==> config.mk <==
export PLATFORM = sky130hd
export DESIGN_NAME = ptw32_walker
export DESIGN_NICKNAME = d
export VERILOG_FILES = /design/src/rtl/ptw32_pkg.sv /design/src/rtl/ptw32_addr_gen.sv /design/src/rtl/ptw32_leaf_ctl.sv /design/src/rtl/ptw32_pa_merge.sv /design/src/rtl/ptw32_walker.sv
export SDC_FILE = /design/constraint.sdc
export NUM_CORES = 1
export LEC_CHECK = 0
export BUFFER_PORTS_ARGS = -buffer_cell sky130_fd_sc_hd__buf_2
export CORE_AREA = 2 2 150 152
export CTS_CLUSTER_DIAMETER = 120
export DETAILED_ROUTE_END_ITERATION = 10
export DIE_AREA = 0 0 152 154
export PLACE_DENSITY = 0.79
export SLEW_MARGIN = 20
export SYNTH_ARGS = -nofsm -noshare
export SYNTH_HDL_FRONTEND = slang
export SYNTH_SLANG_ARGS = --single-unit
export TNS_END_PERCENT = 50
==> constraint.sdc <==
create_clock -name clk_i -period 5.95 [get_ports clk_i]
set_input_delay 1.19 -clock clk_i [delete_from_list [all_inputs] [get_ports clk_i]]
set_output_delay 1.19 -clock clk_i [all_outputs]
set_load 0.01 [all_outputs]
==> src/rtl/ptw32_pkg.sv <==
package ptw32_pkg;
  localparam int unsigned P_BIT   = 0;
  localparam int unsigned RW_BIT  = 1;
  localparam int unsigned US_BIT  = 2;
  localparam int unsigned A_BIT   = 5;
  localparam int unsigned D_BIT   = 6;
  localparam int unsigned PS_BIT  = 7;
  localparam int unsigned HI_LSB  = 13;
  localparam int unsigned RSV_BIT = 21;

  typedef enum logic [2:0] {
    ST_IDLE,
    ST_DIR_RD,
    ST_DIR_CAS,
    ST_TBL_RD,
    ST_LEAF_CHK,
    ST_LEAF_CAS
  } walk_st_e;

  typedef enum logic {
    FLT_NOT_PRESENT = 1'b0,
    FLT_RESERVED    = 1'b1
  } flt_e;
endpackage

==> src/rtl/ptw32_addr_gen.sv <==
module ptw32_addr_gen #(
  parameter int unsigned FRAME_W = 20,
  parameter int unsigned IDX_W   = 10,
  localparam int unsigned ADDR_W = FRAME_W + IDX_W + 2
) (
  input  logic [FRAME_W-1:0] root_frame_i,
  input  logic [IDX_W-1:0]   dir_idx_i,
  input  logic [FRAME_W-1:0] tbl_frame_i,
  input  logic [IDX_W-1:0]   tbl_idx_i,
  output logic [ADDR_W-1:0]  dir_addr_o,
  output logic [ADDR_W-1:0]  tbl_addr_o
);
  // 4-byte entries: index scaled by 4
  assign dir_addr_o = {root_frame_i, dir_idx_i, 2'b00};
  assign tbl_addr_o = {tbl_frame_i, tbl_idx_i, 2'b00};
endmodule

==> src/rtl/ptw32_leaf_ctl.sv <==
module ptw32_leaf_ctl
  import ptw32_pkg::*;
#(
  parameter int unsigned ENT_W = 32
) (
  input  logic [ENT_W-1:0] leaf_i,
  input  logic             store_i,
  input  logic             wr_base_i,
  output logic [ENT_W-1:0] leaf_new_o,
  output logic             need_cas_o,
  output logic             write_o
);
  logic [ENT_W-1:0] set_mask;

  always_comb begin
    set_mask = '0;
    set_mask[A_BIT] = 1'b1;
    set_mask[D_BIT] = store_i;
  end

  assign leaf_new_o = leaf_i | set_mask;
  assign need_cas_o = |(set_mask & ~leaf_i);
  // a load on a clean page must fault again on the first store
  assign write_o    = wr_base_i & (store_i | leaf_i[D_BIT]);
endmodule

==> src/rtl/ptw32_pa_merge.sv <==
module ptw32_pa_merge #(
  parameter int unsigned HI_W        = 8,
  parameter int unsigned FRAME_W     = 20,
  parameter int unsigned BIG_FRAME_W = 10,
  parameter int unsigned OFF_W       = 12,
  parameter int unsigned BIG_OFF_W   = 22,
  localparam int unsigned PA_W       = HI_W + FRAME_W + OFF_W
) (
  input  logic                   big_i,
  input  logic [FRAME_W-1:0]     frame_small_i,
  input  logic [BIG_FRAME_W-1:0] frame_big_i,
  input  logic [HI_W-1:0]        hi_i,
  input  logic [BIG_OFF_W-1:0]   off_i,
  output logic [PA_W-1:0]        paddr_o
);
  logic [PA_W-1:0] pa_small, pa_big;

  assign pa_small = {{HI_W{1'b0}}, frame_small_i, off_i[OFF_W-1:0]};
  assign pa_big   = {hi_i, frame_big_i, off_i};
  assign paddr_o  = big_i ? pa_big : pa_small;
endmodule

==> src/rtl/ptw32_walker.sv <==
module ptw32_walker
  import ptw32_pkg::*;
#(
  parameter int unsigned ENT_W = 32,
  parameter int unsigned PA_W  = 40,
  parameter int unsigned OFF_W = 12,
  parameter int unsigned IDX_W = 10,
  localparam int unsigned FRAME_W     = ENT_W - OFF_W,
  localparam int unsigned BIG_OFF_W   = OFF_W + IDX_W,
  localparam int unsigned BIG_FRAME_W = ENT_W - BIG_OFF_W,
  localparam int unsigned HI_W        = PA_W - ENT_W
) (
  input  logic               clk_i,
  input  logic               rst_ni,
  input  logic               start_i,
  input  logic [ENT_W-1:0]   vaddr_i,
  input  logic [FRAME_W-1:0] root_frame_i,
  input  logic               pse_en_i,
  input  logic               store_i,
  output logic               busy_o,
  output logic               done_o,
  output logic               fault_o,
  output logic               fault_kind_o,
  output logic [PA_W-1:0]    paddr_o,
  output logic               big_page_o,
  output logic               user_o,
  output logic               write_o,
  output logic               mem_req_o,
  output logic               mem_cas_o,
  output logic [ENT_W-1:0]   mem_addr_o,
  output logic [ENT_W-1:0]   mem_cmp_o,
  output logic [ENT_W-1:0]   mem_wdata_o,
  input  logic               mem_ack_i,
  input  logic [ENT_W-1:0]   mem_rdata_i,
  input  logic               mem_cas_ok_i
);
  walk_st_e           state_q;
  logic [ENT_W-1:0]   va_q;
  logic [FRAME_W-1:0] root_q;
  logic               pse_q, store_q;
  logic [ENT_W-1:0]   pde_q, leaf_q, leaf_addr_q;
  logic               big_q, usr_q, wr_q;

  logic               done_q, fault_q, kind_q, bigo_q, usro_q, wro_q;
  logic [PA_W-1:0]    pa_q;

  logic [ENT_W-1:0]   dir_addr, tbl_addr, leaf_new, pde_acc;
  logic               leaf_need, leaf_wr;
  logic [PA_W-1:0]    pa_merged;
  logic               rd_present, rd_big, rd_rsvd, rd_acc;
  logic               fin_ok, fin_flt;
  flt_e               fin_kind;

  ptw32_addr_gen #(.FRAME_W(FRAME_W), .IDX_W(IDX_W)) i_addr_gen (
    .root_frame_i (root_q),
    .dir_idx_i    (va_q[ENT_W-1 -: IDX_W]),
    .tbl_frame_i  (pde_q[ENT_W-1:OFF_W]),
    .tbl_idx_i    (va_q[OFF_W +: IDX_W]),
    .dir_addr_o   (dir_addr),
    .tbl_addr_o   (tbl_addr)
  );

  ptw32_leaf_ctl #(.ENT_W(ENT_W)) i_leaf_ctl (
    .leaf_i     (leaf_q),
    .store_i    (store_q),
    .wr_base_i  (wr_q),
    .leaf_new_o (leaf_new),
    .need_cas_o (leaf_need),
    .write_o    (leaf_wr)
  );

  ptw32_pa_merge #(
    .HI_W(HI_W), .FRAME_W(FRAME_W), .BIG_FRAME_W(BIG_FRAME_W),
    .OFF_W(OFF_W), .BIG_OFF_W(BIG_OFF_W)
  ) i_pa_merge (
    .big_i         (big_q),
    .frame_small_i (leaf_q[ENT_W-1:OFF_W]),
    .frame_big_i   (leaf_q[ENT_W-1:BIG_OFF_W]),
    .hi_i          (leaf_q[HI_LSB +: HI_W]),
    .off_i         (va_q[BIG_OFF_W-1:0]),
    .paddr_o       (pa_merged)
  );

  always_comb begin
    rd_present = mem_rdata_i[P_BIT];
    rd_big     = mem_rdata_i[PS_BIT] & pse_q;
    rd_rsvd    = mem_rdata_i[RSV_BIT];
    rd_acc     = mem_rdata_i[A_BIT];
    pde_acc    = pde_q;
    pde_acc[A_BIT] = 1'b1;
  end

  // memory port, driven purely from state
  always_comb begin
    mem_req_o   = 1'b0;
    mem_cas_o   = 1'b0;
    mem_addr_o  = '0;
    mem_cmp_o   = '0;
    mem_wdata_o = '0;
    unique case (state_q)
      ST_DIR_RD: begin
        mem_req_o  = 1'b1;
        mem_addr_o = dir_addr;
      end
      ST_DIR_CAS: begin
        mem_req_o   = 1'b1;
        mem_cas_o   = 1'b1;
        mem_addr_o  = dir_addr;
        mem_cmp_o   = pde_q;
        mem_wdata_o = pde_acc;
      end
      ST_TBL_RD: begin
        mem_req_o  = 1'b1;
        mem_addr_o = tbl_addr;
      end
      ST_LEAF_CAS: begin
        mem_req_o   = 1'b1;
        mem_cas_o   = 1'b1;
        mem_addr_o  = leaf_addr_q;
        mem_cmp_o   = leaf_q;
        mem_wdata_o = leaf_new;
      end
      default: ;
    endcase
  end

  always_comb begin
    fin_ok   = ((state_q == ST_LEAF_CHK) && !leaf_need) ||
               ((state_q == ST_LEAF_CAS) && mem_ack_i && mem_cas_ok_i);
    fin_flt  = ((state_q == ST_DIR_RD) && mem_ack_i && (!rd_present || (rd_big && rd_rsvd))) ||
               ((state_q == ST_TBL_RD) && mem_ack_i && !rd_present);
    fin_kind = ((state_q == ST_DIR_RD) && rd_present) ? FLT_RESERVED : FLT_NOT_PRESENT;
  end

  always_ff @(posedge clk_i or negedge rst_ni) begin
    if (!rst_ni) begin
      state_q     <= ST_IDLE;
      va_q        <= '0;
      root_q      <= '0;
      pse_q       <= 1'b0;
      store_q     <= 1'b0;
      pde_q       <= '0;
      leaf_q      <= '0;
      leaf_addr_q <= '0;
      big_q       <= 1'b0;
      usr_q       <= 1'b0;
      wr_q        <= 1'b0;
    end else if (fin_ok || fin_flt) begin
      state_q <= ST_IDLE;
    end else begin
      unique case (state_q)
        ST_IDLE: if (start_i) begin
          va_q    <= vaddr_i;
          root_q  <= root_frame_i;
          pse_q   <= pse_en_i;
          store_q <= store_i;
          state_q <= ST_DIR_RD;
        end
        ST_DIR_RD: if (mem_ack_i) begin
          pde_q <= mem_rdata_i;
          if (rd_big) begin
            leaf_q      <= mem_rdata_i;
            leaf_addr_q <= dir_addr;
            big_q       <= 1'b1;
            usr_q       <= mem_rdata_i[US_BIT];
            wr_q        <= mem_rdata_i[RW_BIT];
            state_q     <= ST_LEAF_CHK;
          end else begin
            state_q <= rd_acc ? ST_TBL_RD : ST_DIR_CAS;
          end
        end
        ST_DIR_CAS: if (mem_ack_i) begin
          if (mem_cas_ok_i) begin
            pde_q   <= pde_acc;
            state_q <= ST_TBL_RD;
          end else begin
            state_q <= ST_DIR_RD;
          end
        end
        ST_TBL_RD: if (mem_ack_i) begin
          leaf_q      <= mem_rdata_i;
          leaf_addr_q <= tbl_addr;
          big_q       <= 1'b0;
          usr_q       <= pde_q[US_BIT] & mem_rdata_i[US_BIT];
          wr_q        <= pde_q[RW_BIT] & mem_rdata_i[RW_BIT];
          state_q     <= ST_LEAF_CHK;
        end
        ST_LEAF_CHK: state_q <= ST_LEAF_CAS;
        // lost the race: any level may have changed, start over
        ST_LEAF_CAS: if (mem_ack_i) state_q <= ST_DIR_RD;
        default: state_q <= ST_IDLE;
      endcase
    end
  end

  always_ff @(posedge clk_i or negedge rst_ni) begin
    if (!rst_ni) begin
      done_q  <= 1'b0;
      fault_q <= 1'b0;
      kind_q  <= 1'b0;
      pa_q    <= '0;
      bigo_q  <= 1'b0;
      usro_q  <= 1'b0;
      wro_q   <= 1'b0;
    end else begin
      done_q <= fin_ok | fin_flt;
      if (fin_ok) begin
        fault_q <= 1'b0;
        kind_q  <= 1'b0;
        pa_q    <= pa_merged;
        bigo_q  <= big_q;
        usro_q  <= usr_q;
        wro_q   <= leaf_wr;
      end else if (fin_flt) begin
        fault_q <= 1'b1;
        kind_q  <= fin_kind;
        pa_q    <= '0;
        bigo_q  <= 1'b0;
        usro_q  <= 1'b0;
        wro_q   <= 1'b0;
      end
    end
  end

  assign busy_o       = (state_q != ST_IDLE);
  assign done_o       = done_q;
  assign fault_o      = fault_q;
  assign fault_kind_o = kind_q;
  assign paddr_o      = pa_q;
  assign big_page_o   = bigo_q;
  assign user_o       = usro_q;
  assign write_o      = wro_q;
endmodule

---- Yosys cells after proc, flatten, opt, wreduce, memory -nomap -nowiden ----
Index checks and enable logic that the tools add are counted.
word-level totals
  output and inout bits ................... 145
  input bits .............................. 91
  logic and storage cells ................. 124
  flip-flop bits (word level) ............. 202
operators by class
  eq/ne operators ......................... 15
  bitwise logic cells ..................... 11
  muxes and demuxes ....................... 50
  reduce and logical (&&, ||, !) cells .... 29
operators with widths
  operator                                                               count
  32-bit case mux with 2 select lines                                    5
  32-bit 2-to-1 mux                                                      6
  40-bit 2-to-1 mux                                                      3
  32-bit case mux with 3 select lines                                    1
  7-bit by 32-bit bitwise AND with 32-bit output                         1
  32-bit NOT                                                             1
  32-bit by 7-bit OR with 32-bit output                                  1
  32-bit OR reduction                                                    1
  1-bit 2-to-1 mux                                                       21
  3-bit 2-to-1 mux                                                       7
  3-bit case mux with 6 select lines                                     1
  5-bit AND reduction                                                    3
  6-bit 2-to-1 mux                                                       2
  2-bit != test, second input constant                                   5
  1-bit logical AND                                                      9
  3-bit by 2-bit != test with 1-bit output, second input constant        3
  3-bit by 2-bit equality test with 1-bit output, second input constant  2
  3-bit equality test, second input constant                             2
  3-bit != test, second input constant                                   2
  1-bit case mux with 2 select lines                                     3
  2-bit nonzero test                                                     3
  1-bit bitwise AND                                                      4
  1-bit logical OR                                                       4
  4-bit AND reduction                                                    1
  10 further kinds                                                       14

---- Longest topological paths before layout ----
Gate-level depths: netlist (run 1).
  depth after elaboration ................. 9
  depth in mapped cells ................... 8
  gate-level depth less buffers ........... 5

---- Hierarchy ----
From an unflattened synthesis (run 1), not the netlist that was laid out.
second synthesis, totals
  cells, all modules ...................... 925
  area, all modules ....................... 11,145.7 um^2
modules (own cells, without submodules)
  module          cells an instance  area each (um^2)  seq. area each (um^2)  times used
  ptw32_walker    781                9,945.8           5,054.8                1
  ptw32_addr_gen  65                 484.2             0.0                    1
  ptw32_pa_merge  43                 452.9             0.0                    1
  ptw32_leaf_ctl  36                 262.8             0.0                    1

---- Worst setup path after synthesis (run 1) ----
OpenSTA, ideal clock, no wires.
  path kind ............................... reg-to-output
  start point ............................. register state_q[0]
  end point ............................... output mem_wdata_o[0]
  path slack .............................. 3.123 ns
  data arrival time ....................... 1.637 ns
  path buffers ............................ 4
  cell stages (with the launch flop) ...... 7
  data required time ...................... 4.760 ns
  cell sequence ........................... dfrtp_1 buf_2 clkbuf_1 nor3b_1 buf_2 a22o_1 buf_4
on the way
  longest elaborated chain between the ends .. 2
  elaborated cells on any way between the ends .. 3
  those cells by class .................... 2 x eq/ne; 1 x mux
ends and longest elaborated chain
  element                                                                                       line                 RTL
  start, declared                                                                               ptw32_walker.sv:37   walk_st_e state_q;
  start signal, assigned                                                                        ptw32_walker.sv:169  state_q <= rd_acc ? ST_TBL_RD : ST_DIR_CAS;
  3-bit equality test / 3-bit by 2-bit equality test with 1-bit output (equally long branches)  ptw32_walker.sv:100  unique case (state_q)
  32-bit case mux with 2 select lines *                                                         ptw32_walker.sv:100
  end, declared                                                                                 ptw32_walker.sv:32   output logic [ENT_W-1:0] mem_wdata_o,
Mark *: on every way between the ends. The rest lies on a longest branch, timed or not.

---- Worst setup path after layout (run 1) ----
  start point ............................. register state_q[0]
  end point ............................... output mem_addr_o[21]
on the way
  longest elaborated chain between the ends .. 3
  elaborated cells on any way between the ends .. 6
  those cells by class .................... 4 x eq/ne; 1 x mux; 1 x reduce/logical
ends and longest elaborated chain
  element                                                                                                                  line                 RTL
  3-bit by 1-bit equality test with 1-bit output / 3-bit by 2-bit equality test with 1-bit output (equally long branches)  ptw32_walker.sv:100
  2-bit OR reduction (no source line)                                                                                      n/a
  32-bit case mux with 3 select lines *                                                                                    ptw32_walker.sv:100
  end, declared                                                                                                            ptw32_walker.sv:30   output logic [ENT_W-1:0] mem_addr_o,
Marked as above.

==> flow_summary_export.csv, run 1 <==
group,metric,value,unit
run_status,outcome,"finished, final reports clean",
route,avgViaCountPerCell,5.54,
clock_network,clockBufferDepth,2,
floorplan,std_cell_rows,54,
power,vdd_drop_max,0.000241,V
clock_network,ctsRootBufferMaster,"clkbuf_16",
placement,portBuffers,233,
power,power,0.00635,W
critical_path,r2r_setup_slack,2.35,ns
route,drtIter0Drc,363,
floorplan,initial_core_util,43.5,%
power,p_per_area,571,mW/mm^2
critical_path,crit_type,"register to primary output",
synthesis,netlist_instances,770,
synthesis,syn_area,0.00943,sq mm
global_route,grt_pass1_wl,39000,um
sta,skew,0.0139,ns
route,dr.pass1.iters,5,
synthesis,synth_warnings,0,
synthesis,yosysSeqAreaShare,53.1,%
clock_network,cts_sinks,200,
synthesis,synth_enable_flop_cells,0,
route,drcViolationCount,0,
floorplan,die_area,0.0234,sq mm
critical_path,arrival,3.08,ns
synthesis,async_flop_share,100,%
route,postRouteAntennaNets,0,
synthesis,synth-compound-area-share,14.5,%
critical_path,critPathRequiredTime,4.76,ns
clock_network,cts.htree.levels,4,
sta,setup_total_negative_slack,0,ns
final_layout,fin_nets,1035,
critical_path,rr_startpoint,"state_q[1]$_DFFE_PN0P_",
global_route,grt_pass1_vias,6822,
sta,fin_crit_sh,71.7,%
global_route,overflow,0,
floorplan,dieHeight,154,um
placement,post-dp-hpwl,16900,um
final_layout,area_growth,17.9,%
global_route,grt_max_degree,93,
synthesis,syn_area_per_cell,12.3,sq um
sta,hold_viol_final,0,
placement,gp_congestion,0.795,
synthesis,synth_most_common_cell,"dfrtp_1",
synthesis,synth-main-ff-cell,"dfrtp_1",
clock_network,ctsHoldBuffers,0,
min_path,hold_depth,1,
synthesis,synth-simple-area-share,4.44,%
clock_network,cts_buffers,17,
min_path,hp-start,"leaf_q[0]$_DFFE_PN0P_",
floorplan,placeableCoreArea,0.0217,sq mm
power,leakage,5.56,nW
synthesis,synth.distinct_cells,41,
synthesis,ys_top_cells_by_count,"200 x dfrtp_1, 137 x mux2_2, 68 x o21ai_0",
critical_path,worst_r2r_endpoint,"state_q[0]$_DFFE_PN0P_",
synthesis,synth_area_leaders,"dfrtp_1 53%, mux2_2 16%, a22o_1 5.9%, mux2i_1 4.2%, o21ai_0 3.6%",
clock_network,clkLatencyLatePin,0.43,ns
clock_network,cts_resized,0,
floorplan,num_io_pins,236,
synthesis,synth_xor_xnor_area_share,0,%
sta,finalSetupViolCount,0,
final_layout,n_fill_cell,1914,
final_layout,drive_above_1_share,44.8,%
critical_path,worst_r2r_path_depth,7,
critical_path,cp-end-kind,"primary output",
flow_run,maxCapViolCount,0,
route,wl_per_cell,20.0,um
critical_path,startpoint_type,"register",
route,drt-total-wl,24800,um
synthesis,synth-adder-area-share,0,%
synthesis,ys_seq_elements,200,
synthesis,synth_mux_area_share,21.7,%
sta,fmax,234,MHz
clock_network,clkTransAtPathRegs,0.08,ns
clock_network,postCtsSetupRepairBufs,0,
sta,min_period,4.27,ns
min_path,hp-class,"register to register",
clock_network,cts_tree,"done",
min_path,holdPathEnd,"leaf_q[0]$_DFFE_PN0P_",
synthesis,yosysTopAreaCellShare,53.1,%
floorplan,fp.dieW,152,um
synthesis,synth_top_family_by_area,"multiplexers",
sta,slew_viol_final,0,
sta,rsz0062_at_grt,"no",
global_route,grt_use_total,21.2,%
global_route,antenna_found_initial,3,
sta,tightest_slew,1.00,ns
synthesis,yosysTopAreaCell,"dfrtp_1",
sta,maxSlewHeadroom,32.8,%
critical_path,path_max_fanout,48,
route,dr_total_vias,6870,
==> report_power, final <==
part           switching [W]  internal, W
logic                0.00127      0.00131
clock network       0.000560     0.000569
registers           0.000642      0.00199
==> critical path, stage by stage, from the launching register on <==
cell     delay (ns)
dfrtp_2        0.96
and3b_2        0.59
buf_4          0.57
nand2_1        0.09
o21ai_0        0.19
buf_2          0.22
==> layer usage <==
metal  share of wire (%)  up-vias  global-route usage, %  wire length, um
met5               0.052        -                      0               13
met4                 1.8        2                   6.54              444
met3                 5.8       25                   5.16             1430
met2                  48      206                   34.0            11900
met1                  44     3507                   28.8            11000
li1                    -     3130                      -                -
==> cell type report <==
type,count,area (sq um),share of cell area (%)
clock inverters,13,129,1.16
diodes,2,5.00,0.0450
inverters,6,22.5,0.202
clock buffers,19,443,3.98
flip-flops and latches,200,5010,45.0
well taps,280,350,3.15
multi-input cells,471,3860,34.7
repair buffers,248,1310,11.8
==> metrics by stage <==
stage / std cells / util, % / area (sq um) / hold slack, ns / setup slack (ns)
after floorplan: 771 / - / 9440 / 0.435 / 3.12
after global placement: 1204 / 48.5 / 10500 / 0.452 / 2.17
after detailed placement: 1205 / 48.6 / 10500 / 0.456 / 2.15
after CTS: 1237 / 51.3 / 11100 / 0.478 / 1.69
after global routing: 1238 / 51.3 / 11100 / 0.501 / 1.50
final: 1239 / 51.3 / 11100 / 0.477 / 1.68
==> sequential cells by signal (all words and copies together), names as in the netlist, 3 cells and up <==
signal and flops:
leaf_addr_q 30, leaf_q 32, paddr_o 40, pde_q 32
root_q 20, state_q 3, va_q 32
==> worst max-delay path by stage <==
stage | startpoint | endpoint | slack, ns
after global placement | state_q[1]$_DFFE_PN0P_ | mem_wdata_o[21] | 2.17
final | state_q[0]$_DFFE_PN0P_ | mem_addr_o[21] | 1.68
after detailed placement | state_q[1]$_DFFE_PN0P_ | mem_wdata_o[21] | 2.15
after floorplan | state_q[0]$_DFFE_PN0P_ | mem_wdata_o[0] | 3.12
after CTS | state_q[0]$_DFFE_PN0P_ | mem_addr_o[21] | 1.69
after global routing | state_q[0]$_DFFE_PN0P_ | mem_addr_o[21] | 1.50
==> cells in the final DEF (no fill, tap or decap), types with 3 or more instances in the layout <==
master,Yosys,layout
buf_2,25,232
dfrtp_1,200,198
mux2_2,137,137
o21ai_0,68,68
nand2_1,67,67
a22o_1,64,64
mux2i_1,40,40
a22oi_1,31,31
clkbuf_16,0,17
buf_4,33,14
o2bb2ai_1,11,11
mux2_1,9,9
inv_1,5,5
a21oi_1,5,5
inv_8,0,5
nand2b_1,4,4
a21o_1,3,3
nor3_1,3,3
clkinv_4,0,3
==> cells by family (layout without fill, tap and decap cells) <==
logic type	count (synthesis)	count (layout)
flip-flops	200	200
AO/OA/AOI/OAI	190	190
other	1	4
multiplexers	186	186
buffers and inverters	100	286
AND/OR/NAND/NOR	93	93
Power figures use the tool's default switching activity.
==> run 2: changes to the inputs <==
Clock period 5.95 ns to 4.2 ns, I/O delays scaled along.
==> flow_summary_export.csv, run 2 (synthesis gave the netlist of run 1 again) <==
group,metric,value,unit
route,drt-total-wl,24700,um
power,leakage,5.60,nW
critical_path,cp_slowest_cell,"dfrtp_2",
clock_network,cts_tree,"done",
floorplan,placeableCoreArea,0.0217,sq mm
global_route,overflow,0,
route,dr_total_vias,6890,
route,wl_per_cell,19.9,um
clock_network,ctsHoldBuffers,0,
final_layout,n_fill_cell,1937,
route,postRouteAntennaNets,0,
global_route,grt_use_total,21.2,%
sta,slew_viol_final,0,
critical_path,critPathRequiredTime,3.36,ns
sta,min_period,3.72,ns
floorplan,dieHeight,154,um
clock_network,cts_sinks,200,
sta,rsz0062_at_grt,"no",
sta,maxSlewHeadroom,39.8,%
floorplan,die_area,0.0234,sq mm
clock_network,cts.htree.levels,4,
route,drcViolationCount,0,
clock_network,clkLatencyLatePin,0.43,ns
sta,hold_viol_final,0,
clock_network,clockBufferDepth,2,
sta,fmax,269,MHz
global_route,grt_max_degree,87,
final_layout,final-seq-area,0.00501,sq mm
clock_network,ctsRootBufferMaster,"clkbuf_16",
critical_path,startpoint_type,"register",
critical_path,crit_chain,"nor2b_2, buf_4, a22oi_1, o21ai_0, buf_2",
critical_path,crit_type,"register to primary output",
critical_path,critPathLaunch,"state_q[1]$_DFFE_PN0P_",
critical_path,crit_family,"flip-flops",
sta,fin_crit_sh,88.5,%
placement,gp_congestion,0.824,
flow_run,maxCapViolCount,0,
final_layout,largest_reg_flops,40,
power,power,0.00912,W
final_layout,fin_nets,1036,
final_layout,mostFrequentLayoutCells,"232 x buf_2, 198 x dfrtp_1, 137 x mux2_2",
floorplan,std_cell_rows,54,
final_layout,drive_above_1_share,45.0,%
floorplan,fp.dieW,152,um
sta,tightest_slew,0.903,ns
clock_network,cts_resized,0,
critical_path,rr_startpoint,"state_q[0]$_DFFE_PN0P_",
route,dr.pass1.iters,5,
critical_path,slowest_delay,0.75,ns
global_route,antenna_found_initial,2,
critical_path,arrival,2.88,ns
global_route,grt_pass1_wl,39200,um
placement,portBuffers,233,
run_status,outcome,"finished, final reports clean",
clock_network,clkTransAtPathRegs,0.08,ns
final_layout,area_growth,18.7,%
sta,setup_total_negative_slack,0,ns
placement,post-dp-hpwl,17000,um
power,p_per_area,814,mW/mm^2
final_layout,layout_commonest_cell,"buf_2",
final_layout,multi_input_area,0.00386,sq mm
clock_network,cts_buffers,17,
floorplan,initial_core_util,43.5,%
sta,finalSetupViolCount,0,
floorplan,num_io_pins,236,
global_route,grt_pass1_vias,6869,
route,avgViaCountPerCell,5.55,
sta,skew,0.0107,ns
critical_path,path_max_fanout,28,
critical_path,cp-end-kind,"primary output",
min_path,hp-class,"input pin to async pin",
critical_path,path_buf_inv,2,
route,drtIter0Drc,484,
clock_network,postCtsSetupRepairBufs,0,
power,vdd_drop_max,0.000325,V
## run 2: changes by cell type in the layout (fill, tap and decap cells not counted), moves of 2 or more
cell	previous run	this run
clkinv_4	3	0
inv_6	2	5
buf_12	0	3
clkinv_8	1	3
## run 2: cell type report
cell class                      count  area share, %
Antenna cell                        3         0.0670
Timing Repair Buffer              249           11.9
Multi-Input combinational cell    471           34.4
Clock inverter                     15           1.74
Sequential cell                   200           44.7
Inverter                            6          0.201
Clock buffer                       17           3.80
Tap cell                          280           3.13
## run 2: metrics by stage
stage / cell area [sq um] / util, % / instances / hold WS, ns / setup slack [ns]
floorplan: 9440 / - / 771 / 0.435 / 1.72
global placement: 10600 / 48.7 / 1206 / 0.456 / 0.996
detailed placement: 10600 / 48.7 / 1206 / 0.458 / 0.964
CTS: 11200 / 51.6 / 1238 / 0.481 / 0.495
global route: 11200 / 51.6 / 1240 / 0.495 / 0.309
finish: 11200 / 51.6 / 1241 / 0.454 / 0.484
## run 2: path summary, 6_finish.rpt
| kind | cells past startpoint | slack (ns) | to |
|---|---|---|---|
| worst max-delay path | 5 | 0.48 | mem_addr_o[21] |
| worst min-delay path | 1 | 0.45 | va_q[24]$_DFFE_PN0P_ |
| worst max register to register | 7 | 1.01 | state_q[0]$_DFFE_PN0P_ |
| worst min register to register | 1 | 0.48 | pde_q[0]$_DFFE_PN0P_ |
| max in group asynchronous | 2 | 2.84 | leaf_q[20]$_DFFE_PN0P_ |
| min in group clk_i | 1 | 0.48 | pde_q[0]$_DFFE_PN0P_ |
## run 2: routing by layer
layer	track usage (%)	vias up	share of wire, %
li1	-	3124	-
met1	29.3	3500	44
met2	33.4	244	48
met3	5.24	22	6.5
met4	6.05	0	1.6
met5	0	-	0
## run 2: power breakdown
part,leakage [nW],switching (W),internal (W)
registers,2.47,0.000894,0.00282
logic,2.82,0.00182,0.00186
clock network,0.305,0.000845,0.000873
## run 2: worst reg2reg max path: stages (launching register included)
cell       delay, ns
dfrtp_2         0.72
and3b_2         0.58
buf_12          0.28
a32o_1          0.33
a21oi_4         0.25
buf_4           0.46
inv_2           0.14
a2111oi_4       0.32
==> run 3: changes to the inputs <==
Settings changed: PLACE_DENSITY 0.79 to not set, PLACE_DENSITY_LB_ADDON set to 0.2.
==> flow_summary_export.csv, run 3 (synthesis gave the netlist of run 1 again) <==
group,metric,value,unit
clock_network,ctsHoldBuffers,0,
floorplan,std_cell_rows,54,
placement,placed_cells,1208,
route,postRouteAntennaNets,0,
sta,finalSetupViolCount,0,
route,dr_total_vias,6732,
clock_network,cts_buffers,17,
route,dr.pass1.iters,5,
critical_path,crit_type,"register to primary output",
critical_path,crit_chain,"buf_4, nor3b_2, buf_4, a22o_1, buf_2",
global_route,grt_pass1_wl,38600,um
clock_network,clockBufferDepth,2,
sta,slew_viol_final,0,
final_layout,n_fill_cell,1977,
global_route,grt_pass1_vias,6630,
critical_path,cp_slowest_cell,"nor3b_2",
final_layout,final-seq-area,0.00501,sq mm
floorplan,initial_core_util,43.5,%
critical_path,cp-end-kind,"primary output",
global_route,grt_max_degree,93,
clock_network,clkLatencyLatePin,0.43,ns
floorplan,die_area,0.0234,sq mm
placement,dp_slack,1.02,ns
placement,portBuffers,233,
flow_run,maxCapViolCount,0,
sta,rsz0062_at_grt,"no",
placement,gp_congestion,0.796,
sta,hold_viol_final,0,
sta,maxSlewHeadroom,44.0,%
clock_network,cts.htree.levels,4,
sta,tightest_slew,0.840,ns
critical_path,startpoint_type,"register",
power,power,0.00908,W
critical_path,cp_common_cell,"buf_4",
final_layout,layout_commonest_cell,"buf_2",
clock_network,cts_tree,"done",
critical_path,worst_r2r_endpoint,"paddr_o[25]$_DFFE_PN0N_",
sta,min_period,3.62,ns
final_layout,area_growth,18.9,%
critical_path,setup.worst_path.end,"mem_cmp_o[1]",
critical_path,r2r_setup_slack,1.26,ns
clock_network,postCtsSetupRepairBufs,0,
clock_network,ctsRootBufferMaster,"clkbuf_16",
final_layout,mostFrequentLayoutCells,"232 x buf_2, 198 x dfrtp_1, 137 x mux2_2",
placement,post-dp-hpwl,16500,um
floorplan,num_io_pins,236,
min_path,hp-class,"input pin to async pin",
final_layout,largest_reg_flops,40,
route,avgViaCountPerCell,5.42,
critical_path,path_max_fanout,22,
global_route,grt_use_total,21.0,%
final_layout,fin_nets,1038,
route,drt-total-wl,24400,um
route,drcViolationCount,0,
power,p_per_area,809,mW/mm^2
route,drtIter0Drc,446,
floorplan,placeableCoreArea,0.0217,sq mm
critical_path,crit_family,"buffers and inverters",
final_layout,multi_input_area,0.00386,sq mm
sta,setup_ws,0.581,ns
floorplan,fp.dieW,152,um
power,leakage,5.61,nW
sta,setup_total_negative_slack,0,ns
route,wl_per_cell,19.7,um
critical_path,rr_startpoint,"state_q[2]$_DFFE_PN0P_",
global_route,antenna_found_initial,3,
power,vdd_drop_max,0.000328,V
clock_network,cts_resized,0,
global_route,overflow,0,
clock_network,cts_sinks,200,
final_layout,drive_above_1_share,45.1,%
clock_network,clkTransAtPathRegs,0.08,ns
run_status,outcome,"finished, final reports clean",
critical_path,arrival,2.78,ns
sta,skew,0.0104,ns
floorplan,dieHeight,154,um
sta,fin_crit_sh,86.2,%
sta,fmax,276,MHz
critical_path,crit_cells,5,
critical_path,critPathLaunch,"state_q[2]$_DFFE_PN0P_",
critical_path,slowest_delay,0.68,ns
critical_path,path_buf_inv,3,
critical_path,critPathRequiredTime,3.36,ns
critical_path,worst_r2r_path_depth,5,
final_layout,final_cell_count_no_fill,1243,
==> run 3: power breakdown <==
group          internal (W)  total, W  switching (W)
registers           0.00283   0.00362       0.000790
clock network      0.000870   0.00170       0.000834
logic               0.00188   0.00376        0.00188
total               0.00558   0.00908        0.00350
==> run 3: how the worst min path moves through the flow <==
stage / startpoint / end / slack, ns / cells after the start
2_1_floorplan: leaf_q[0]$_DFFE_PN0P_ / leaf_q[0]$_DFFE_PN0P_ / 0.44 / 1
3_3_place_gp: pde_q[0]$_DFFE_PN0P_ / pde_q[0]$_DFFE_PN0P_ / 0.45 / 1
3_5_place_dp: pde_q[0]$_DFFE_PN0P_ / pde_q[0]$_DFFE_PN0P_ / 0.46 / 1
4_1_cts: rst_ni / paddr_o[5]$_DFFE_PN0N_ / 0.40 / 1
5_1_grt: rst_ni / paddr_o[5]$_DFFE_PN0N_ / 0.41 / 1
6_report: rst_ni / paddr_o[5]$_DFFE_PN0N_ / 0.38 / 1
==> run 3: through the flow <==
stage,hold WS [ns],util (%),instance area [sq um]
3_5_place_dp,0.457,48.8,10600
6_report,0.384,51.7,11200
5_1_grt,0.414,51.7,11200
2_1_floorplan,0.435,-,9440
4_1_cts,0.404,51.7,11200
3_3_place_gp,0.453,48.8,10600
==> run 3: metal layers <==
metal	share of wire, %	vias to the layer above	track usage (%)
li1	-	3138	-
met1	47	3411	29.4
met2	47	162	33.2
met3	4.7	21	4.93
met4	1.4	0	5.03
met5	0	-	0
==> run 3: final cells by class <==
class                      count  area share [%]
sequential                   200            44.6
clock buffer                  17            3.79
timing repair buffer         251            12.0
tap                          280            3.12
clock inverter                15            1.76
antenna                        3          0.0669
inverter                       6           0.201
multi-input combinational    471            34.4
